===== config.mk =====
export PLATFORM = sky130hd
export DESIGN_NAME = ccm_engine
export DESIGN_NICKNAME = d
export VERILOG_FILES = /design/src/rtl/ccm_pkg.sv /design/src/rtl/ccm_regs.sv /design/src/rtl/ccm_datapath.sv /design/src/rtl/ccm_engine.sv
export SDC_FILE = /design/constraint.sdc
export NUM_CORES = 2
export LEC_CHECK = 0
export ABC_AREA = 1
export BUFFER_PORTS_ARGS = -buffer_cell sky130_fd_sc_hd__buf_2
export CAP_MARGIN = 20
export CORE_MARGIN = 10
export CORE_UTILIZATION = 40
export DETAILED_ROUTE_END_ITERATION = 7
export GPL_ROUTABILITY_DRIVEN = 0
export PLACE_DENSITY_LB_ADDON = 0.25
export RECOVER_POWER = 25
export SLEW_MARGIN = 20
export SYNTH_ARGS = -nofsm -noshare
export SYNTH_HDL_FRONTEND = slang
export SYNTH_SLANG_ARGS = --single-unit

===== constraint.sdc =====
create_clock -name clk_i -period 5.1 [get_ports clk_i]
set_clock_uncertainty 0.15 [all_clocks]
set_input_delay 0.255 -clock clk_i [delete_from_list [all_inputs] [get_ports clk_i]]
set_output_delay 0.255 -clock clk_i [all_outputs]
set_load 0.1 [all_outputs]

===== src/rtl/ccm_pkg.sv =====
package ccm_pkg;
  localparam int REG_W  = 32;
  localparam int COEF_W = 12;
  localparam int FRAC_W = 10;
  localparam int NCH    = 3;
  localparam int NCOEF  = NCH * NCH;

  localparam int ADDR_EN    = 'h00;
  localparam int ADDR_CFG   = 'h20;
  localparam int ADDR_SIZE  = 'h30;
  localparam int ADDR_COEF0 = 'h80;

  typedef logic [COEF_W-1:0] coef_t;

  // bit 0 relay, bit 1 matrix enable, bits 2/3 stored only
  typedef struct packed {
    logic clip_src;
    logic gamma_off;
    logic engine;
    logic relay;
  } cfg_t;
endpackage


===== src/rtl/ccm_regs.sv =====
module ccm_regs
  import ccm_pkg::*;
#(
  parameter int AW = 8
) (
  input  logic                    clk_i,
  input  logic                    rst_ni,
  input  logic                    we_i,
  input  logic [AW-1:0]           addr_i,
  input  logic [REG_W-1:0]        wdata_i,
  output logic [REG_W-1:0]        rdata_o,
  input  logic                    load_i,
  output logic                    en_o,
  output logic                    mat_o,
  output coef_t [NCOEF-1:0]       coef_o,
  output coef_t [NCOEF-1:0]       act_coef_o
);
  localparam int CFG_W = $bits(cfg_t);

  function automatic logic [AW-1:0] coef_addr(input int k);
    return AW'(ADDR_COEF0 + 4 * (k / 2));
  endfunction

  logic             en_q;
  cfg_t             cfg_pend, cfg_act, cfg_eff;
  logic [REG_W-1:0] size_q;
  coef_t [NCOEF-1:0] coef_pend, coef_pend_d, coef_act;

  always_comb begin
    coef_pend_d = coef_pend;
    for (int k = 0; k < NCOEF; k++) begin
      if (we_i && addr_i == coef_addr(k))
        coef_pend_d[k] = (k % 2 == 0) ? wdata_i[16 +: COEF_W] : wdata_i[0 +: COEF_W];
    end
  end

  always_ff @(posedge clk_i or negedge rst_ni) begin
    if (!rst_ni) begin
      en_q      <= 1'b0;
      cfg_pend  <= '0;
      cfg_act   <= '0;
      size_q    <= '0;
      coef_pend <= '0;
      coef_act  <= '0;
    end else begin
      coef_pend <= coef_pend_d;
      if (we_i && addr_i == AW'(ADDR_EN))   en_q     <= wdata_i[0];
      if (we_i && addr_i == AW'(ADDR_CFG))  cfg_pend <= cfg_t'(wdata_i[CFG_W-1:0]);
      if (we_i && addr_i == AW'(ADDR_SIZE)) size_q   <= wdata_i;
      if (load_i) begin
        cfg_act  <= cfg_pend;
        coef_act <= coef_pend;
      end
    end
  end

  always_comb begin
    rdata_o = '0;
    if (addr_i == AW'(ADDR_EN))   rdata_o[0] = en_q;
    if (addr_i == AW'(ADDR_CFG))  rdata_o[CFG_W-1:0] = cfg_pend;
    if (addr_i == AW'(ADDR_SIZE)) rdata_o = size_q;
    for (int k = 0; k < NCOEF; k++) begin
      if (addr_i == coef_addr(k))
        rdata_o[((k % 2 == 0) ? 16 : 0) +: COEF_W] = coef_pend[k];
    end
  end

  // start-of-frame pixel already sees the pending set
  assign cfg_eff    = load_i ? cfg_pend  : cfg_act;
  assign coef_o     = load_i ? coef_pend : coef_act;
  assign mat_o      = cfg_eff.engine & ~cfg_eff.relay;
  assign en_o       = en_q;
  assign act_coef_o = coef_act;
endmodule


===== src/rtl/ccm_datapath.sv =====
module ccm_datapath
  import ccm_pkg::*;
#(
  parameter int PIX_W = 8
) (
  input  logic                   clk_i,
  input  logic                   rst_ni,
  input  logic                   adv_i,
  input  logic                   in_valid_i,
  input  logic                   in_sof_i,
  input  logic                   in_eol_i,
  input  logic [NCH*PIX_W-1:0]   in_rgb_i,
  input  logic                   mat_i,
  input  coef_t [NCOEF-1:0]      coef_i,
  output logic                   out_valid_o,
  output logic                   out_sof_o,
  output logic                   out_eol_o,
  output logic [NCH*PIX_W-1:0]   out_rgb_o
);
  localparam int PX_W    = NCH * PIX_W;
  localparam int MAG_W   = COEF_W - 1;
  localparam int PROD_W  = PIX_W + MAG_W + 1;
  localparam int SUM_W   = PROD_W + 2;
  localparam int HALF    = 1 << (FRAC_W - 1);
  localparam int PIX_MAX = (1 << PIX_W) - 1;

  typedef struct packed {
    logic            valid;
    logic            sof;
    logic            eol;
    logic            mat;
    logic [PX_W-1:0] raw;
  } tag_t;

  tag_t t_in, t1, t2, t3;
  logic signed [PROD_W-1:0] prod_d [NCOEF];
  logic signed [PROD_W-1:0] prod_q [NCOEF];
  logic signed [SUM_W-1:0]  sum_d  [NCH];
  logic signed [SUM_W-1:0]  sum_q  [NCH];
  logic [PX_W-1:0]          px_d, px_q;

  assign t_in = '{valid: in_valid_i, sof: in_sof_i, eol: in_eol_i, mat: mat_i, raw: in_rgb_i};

  // stage 1: nine sign-magnitude products
  always_comb begin
    logic [PROD_W-1:0] mag;
    for (int k = 0; k < NCOEF; k++) begin
      mag = PROD_W'(in_rgb_i[(NCH-1-(k % NCH))*PIX_W +: PIX_W]) * PROD_W'(coef_i[k][MAG_W-1:0]);
      prod_d[k] = coef_i[k][COEF_W-1] ? -$signed(mag) : $signed(mag);
    end
  end

  // stage 2: row sums
  always_comb begin
    for (int r = 0; r < NCH; r++)
      sum_d[r] = SUM_W'(prod_q[NCH*r]) + SUM_W'(prod_q[NCH*r+1]) + SUM_W'(prod_q[NCH*r+2]);
  end

  // stage 3: round half up, drop fraction, clamp
  always_comb begin
    logic signed [SUM_W-1:0] t;
    for (int r = 0; r < NCH; r++) begin
      t = (sum_q[r] + SUM_W'(HALF)) >>> FRAC_W;
      if (t < 0)                       px_d[(NCH-1-r)*PIX_W +: PIX_W] = '0;
      else if (t > SUM_W'(PIX_MAX))    px_d[(NCH-1-r)*PIX_W +: PIX_W] = PIX_W'(PIX_MAX);
      else                             px_d[(NCH-1-r)*PIX_W +: PIX_W] = t[PIX_W-1:0];
    end
  end

  always_ff @(posedge clk_i or negedge rst_ni) begin
    if (!rst_ni) begin
      t1   <= '0;
      t2   <= '0;
      t3   <= '0;
      px_q <= '0;
      for (int k = 0; k < NCOEF; k++) prod_q[k] <= '0;
      for (int r = 0; r < NCH; r++)   sum_q[r]  <= '0;
    end else if (adv_i) begin
      t1   <= t_in;
      t2   <= t1;
      t3   <= t2;
      px_q <= px_d;
      for (int k = 0; k < NCOEF; k++) prod_q[k] <= prod_d[k];
      for (int r = 0; r < NCH; r++)   sum_q[r]  <= sum_d[r];
    end
  end

  assign out_valid_o = t3.valid;
  assign out_sof_o   = t3.sof;
  assign out_eol_o   = t3.eol;
  assign out_rgb_o   = t3.mat ? px_q : t3.raw;
endmodule


===== src/rtl/ccm_engine.sv =====
module ccm_engine
  import ccm_pkg::*;
#(
  parameter int PIX_W = 8,
  parameter int AW    = 8
) (
  input  logic                 clk_i,
  input  logic                 rst_ni,
  input  logic                 reg_we_i,
  input  logic [AW-1:0]        reg_addr_i,
  input  logic [REG_W-1:0]     reg_wdata_i,
  output logic [REG_W-1:0]     reg_rdata_o,
  input  logic                 s_valid_i,
  output logic                 s_ready_o,
  input  logic                 s_sof_i,
  input  logic                 s_eol_i,
  input  logic [3*PIX_W-1:0]   s_rgb_i,
  output logic                 m_valid_o,
  input  logic                 m_ready_i,
  output logic                 m_sof_o,
  output logic                 m_eol_o,
  output logic [3*PIX_W-1:0]   m_rgb_o
);
  logic              en, mat, adv, load, dp_valid;
  coef_t [NCOEF-1:0] coef_eff, act_coef;

  // one advance for all stages; frozen while disabled
  assign adv       = en & (~dp_valid | m_ready_i);
  assign s_ready_o = adv;
  assign load      = s_valid_i & adv & s_sof_i;
  assign m_valid_o = en & dp_valid;

  ccm_regs #(.AW(AW)) u_regs (
    .clk_i      (clk_i),
    .rst_ni     (rst_ni),
    .we_i       (reg_we_i),
    .addr_i     (reg_addr_i),
    .wdata_i    (reg_wdata_i),
    .rdata_o    (reg_rdata_o),
    .load_i     (load),
    .en_o       (en),
    .mat_o      (mat),
    .coef_o     (coef_eff),
    .act_coef_o (act_coef)
  );

  ccm_datapath #(.PIX_W(PIX_W)) u_dp (
    .clk_i       (clk_i),
    .rst_ni      (rst_ni),
    .adv_i       (adv),
    .in_valid_i  (s_valid_i),
    .in_sof_i    (s_sof_i),
    .in_eol_i    (s_eol_i),
    .in_rgb_i    (s_rgb_i),
    .mat_i       (mat),
    .coef_i      (coef_eff),
    .out_valid_o (dp_valid),
    .out_sof_o   (m_sof_o),
    .out_eol_o   (m_eol_o),
    .out_rgb_o   (m_rgb_o)
  );
endmodule


==> flow_results.xml <==
<?xml version="1.0" encoding="UTF-8"?>
<metrics>
  <group name="routing">
    <metric name="avgViaCountPerCell" unit="">5.096</metric>
    <metric name="drt_first_iter_violations" unit="">4181</metric>
    <metric name="route.detailed.drc" unit="">0</metric>
    <metric name="wire_per_inst" unit="um">18.85</metric>
    <metric name="drt.antenna.violating_nets" unit="">0</metric>
    <metric name="postRouteWirelength" unit="mm">201.8</metric>
    <metric name="num_vias" unit="">54560</metric>
    <metric name="drt_pre_antenna_iters" unit="">6</metric>
  </group>
  <group name="min_path">
    <metric name="hold_path_end" unit="">u_regs.act_coef_o[6]</metric>
    <metric name="min-delay-path-class" unit="">primary input to flip-flop</metric>
    <metric name="hp-start" unit="">s_sof_i</metric>
    <metric name="hold_path_depth" unit="">5</metric>
  </group>
  <group name="logic_synthesis">
    <metric name="avgSynthCellArea" unit="sq um">7.455</metric>
    <metric name="ys_types" unit="">55</metric>
    <metric name="netlist_instances" unit="">7750</metric>
    <metric name="postSynthRegisterBits" unit="">582</metric>
    <metric name="synth-main-ff-cell" unit="">sky130_fd_sc_hd__dfrtp_1</metric>
    <metric name="synthesis.nets" unit="">8787</metric>
    <metric name="synth_seq_area_share" unit="%">25.21</metric>
    <metric name="synth-async-reset-ratio" unit="%">100.0</metric>
    <metric name="synth.cell_area" unit="sq mm">0.05778</metric>
    <metric name="post_synth_edffs" unit="">0</metric>
    <metric name="ys.warnings.count" unit="">0</metric>
  </group>
  <group name="cells_and_area">
    <metric name="syn2layout_area_growth" unit="%">32.35</metric>
    <metric name="mostFrequentLayoutCells" unit="">1652 x sky130_fd_sc_hd__nand2_1, 1122 x sky130_fd_sc_hd__inv_1, 831 x sky130_fd_sc_hd__nor2_1, 831 x sky130_fd_sc_hd__buf_4, 580 x sky130_fd_sc_hd__dfrtp_1</metric>
    <metric name="core_util_final" unit="%">53.29</metric>
    <metric name="drive_above_1_share" unit="%">28.15</metric>
    <metric name="stdcell_count" unit="">10710</metric>
    <metric name="post_layout_nets" unit="">9780</metric>
    <metric name="mostFrequentLayoutCell" unit="">sky130_fd_sc_hd__nand2_1</metric>
  </group>
  <group name="floorplanning">
    <metric name="boundaryPins" unit="">131</metric>
    <metric name="die-area" unit="sq mm">0.1600</metric>
    <metric name="fp.dieH" unit="um">400.1</metric>
    <metric name="fp.coreArea" unit="sq mm">0.1435</metric>
    <metric name="floorplan.initialDensity" unit="%">40.27</metric>
    <metric name="placement_rows" unit="">139</metric>
    <metric name="floorplan.die.width" unit="um">400.1</metric>
  </group>
  <group name="sta">
    <metric name="tmin_final" unit="ns">5.766</metric>
    <metric name="final-max-slew-violation-count" unit="">54</metric>
    <metric name="slew_headroom" unit="%">-171.9</metric>
    <metric name="timing_hold_violations_final" unit="">0</metric>
    <metric name="fin_worst_hold_slack" unit="ns">0.04808</metric>
    <metric name="min_period_over_period" unit="%">113.1</metric>
    <metric name="max_freq" unit="GHz">0.1734</metric>
    <metric name="grt_setup_unrepaired" unit="">true</metric>
    <metric name="tightest_slew" unit="ns">4.078</metric>
    <metric name="timing.final.setup_violations" unit="">127</metric>
    <metric name="postLayoutSetupSlackWorst" unit="ns">-0.6658</metric>
  </group>
  <group name="critical_path">
    <metric name="r2r_slack" unit="ns">-0.67</metric>
    <metric name="crit_fanout" unit="">5</metric>
    <metric name="critical_path.startpoint_type" unit="">flip-flop</metric>
    <metric name="critPathMostFrequentCell" unit="">sky130_fd_sc_hd__nand2_2</metric>
    <metric name="critical_path.max_stage_delay" unit="ns">0.53</metric>
    <metric name="worstRegToRegCells" unit="">32</metric>
    <metric name="rr_startpoint" unit="">u_regs.en_o</metric>
    <metric name="worst_setup_path_end_kind" unit="">flip-flop</metric>
    <metric name="cp_data_required_time" unit="ns">5.57</metric>
    <metric name="critical_path_start_end_classification" unit="">flip-flop to flip-flop</metric>
    <metric name="worstReg2RegEnd" unit="">u_dp.prod_q[77]</metric>
    <metric name="cp.arrival" unit="ns">6.24</metric>
    <metric name="critical-path-slowest-cell" unit="">sky130_fd_sc_hd__fa_1</metric>
  </group>
  <group name="clock_tree">
    <metric name="clock_insertion_delay_worst_skew" unit="ns">0.72</metric>
    <metric name="cts_buffers" unit="">75</metric>
    <metric name="tritoncts" unit="">done</metric>
    <metric name="cts.reportedPaths.clkPinSlew" unit="ns">0.06</metric>
    <metric name="clkSinkCount" unit="">582</metric>
    <metric name="cts-root-to-sink-buffers" unit="">3</metric>
    <metric name="number_of_h_tree_levels" unit="">3</metric>
    <metric name="clock_root_buffer_master" unit="">sky130_fd_sc_hd__clkbuf_16</metric>
  </group>
  <group name="place">
    <metric name="hpwl" unit="mm">157.2</metric>
    <metric name="placed_insts" unit="">10380</metric>
    <metric name="place_ws" unit="ns">-0.8623</metric>
    <metric name="place.port_buffers" unit="">130</metric>
  </group>
  <group name="global_route">
    <metric name="grt_first_pass_wirelength" unit="mm">310.0</metric>
    <metric name="gr-usage-all-layers" unit="%">24.75</metric>
    <metric name="grt_max_degree" unit="">234</metric>
    <metric name="number_of_antenna_violations_at_the_first_check_in_global_routing" unit="">11</metric>
    <metric name="vias_in_the_first_global_route" unit="">54390</metric>
    <metric name="grt_remaining_overflow" unit="">0</metric>
  </group>
  <group name="outcome">
    <metric name="run_status" unit="">finished with violations</metric>
    <metric name="violations" unit="">capacitance limit, slew limit, setup timing</metric>
  </group>
  <group name="flow_run">
    <metric name="maxCapViolCount" unit="">1</metric>
  </group>
</metrics>
through the flow:
stage,cell area [sq um],TNS (ns)
final,76470,-53.90
after global routing,76460,-93.03
after CTS,73490,-48.48
after detailed placement,68220,-73.34
after global placement,68220,-69.79
after floorplan,59650,-3.701
critical path: cells and delay by family (launching register included):
family          cells  cell delay [ns]
buf+inv             8             0.94
compound gates      3             0.44
flops               1             0.42
fa+ha+maj           5             2.23
simple gates       16             1.44
sequential cells by signal, summed over array words and instances (netlist names):
register           flops
u_regs.cfg_act         2
u_regs.act_coef_o    108
u_dp.sum_q            39
u_regs.cfg_pend        4
u_dp.out_sof_o         1
u_dp.out_valid_o       1
u_dp.px_q             24
u_dp.t3               25
u_regs.en_o            1
u_dp.out_eol_o         1
u_dp.t1               28
u_dp.t2               28
u_regs.coef_pend     108
u_dp.prod_q          180
u_regs.size_q         32
kinds of logic after synthesis:
group	count (synthesis)	synth area share [%]
simple gates	3750	26.63
buf+inv	1478	9.719
fa+ha+maj	966	27.98
compound gates	827	8.242
flops	582	25.21
xor+xnor	147	2.228
cells in the mapped netlist (11+ instances only):
master,number,area [sq um]
sky130_fd_sc_hd__o21ai_2,75,656.9
sky130_fd_sc_hd__a221oi_1,13,113.9
sky130_fd_sc_hd__a21oi_1,196,980.9
sky130_fd_sc_hd__inv_1,1242,4662
sky130_fd_sc_hd__a31oi_1,18,112.6
sky130_fd_sc_hd__o21ai_0,438,2192
sky130_fd_sc_hd__o21ai_1,18,90.09
sky130_fd_sc_hd__nor3_1,37,185.2
sky130_fd_sc_hd__a22o_1,12,105.1
sky130_fd_sc_hd__ha_1,423,5293
sky130_fd_sc_hd__xnor2_1,66,578.1
sky130_fd_sc_hd__nand3_1,389,1947
sky130_fd_sc_hd__dfrtp_1,582,14560
sky130_fd_sc_hd__nand3b_1,49,367.9
sky130_fd_sc_hd__xor2_1,81,709.4
sky130_fd_sc_hd__o21a_1,11,82.58
sky130_fd_sc_hd__inv_2,11,41.29
sky130_fd_sc_hd__fa_1,543,10870
sky130_fd_sc_hd__nor4_1,14,87.58
sky130_fd_sc_hd__nand2_1,2066,7755
sky130_fd_sc_hd__nor2_1,1008,3784
sky130_fd_sc_hd__o211ai_1,11,82.58
sky130_fd_sc_hd__buf_2,23,115.1
sky130_fd_sc_hd__clkbuf_1,189,709.4
sky130_fd_sc_hd__nand4_1,45,281.5
sky130_fd_sc_hd__or2_2,102,638.1
routing by layer:
layer	track usage (%)	wire, um
met1	33.72	87840
met2	38.83	90610
met3	4.290	13750
met4	10.08	9574
met5	0	41
how the worst max path moves through the flow:
stage                     start                to  slack, ns
3_5_place_dp          m_ready_i   u_dp.prod_q[57]      -0.86
5_1_grt             u_regs.en_o   u_dp.prod_q[96]      -0.87
3_3_place_gp          m_ready_i  u_dp.prod_q[135]      -0.80
4_1_cts             u_regs.en_o   u_dp.prod_q[77]      -0.57
6_report            u_regs.en_o   u_dp.prod_q[77]      -0.67
2_1_floorplan  u_dp.out_valid_o   u_dp.prod_q[38]      -0.12
repair_timing:
| action | in CTS | in global routing |
|---|---|---|
| buffers inserted | 64 | 78 |
| hold buffers | 45 | 0 |
| hold endpoints to repair | 346 | 0 |
| endpoints found under the setup margin | 131 | 134 |
| cloned | 3 | 0 |
| pin swaps | 207 | 341 |
| gates resized for setup | 506 | 692 |
area by class of cell:
class,count,area (sq um)
Antenna cell,4,10.01
Clock buffer,107,2107
Clock inverter,26,356.6
Fill cell,13290,67010
Inverter,1257,4761
Multi-Input combinational cell,5690,42970
Sequential cell,582,14570
Tap cell,1903,2381
Timing Repair Buffer,1137,9314
Power is not shown: default switching activity piles up to over one toggle a cycle in this logic, so the estimate is an artifact.
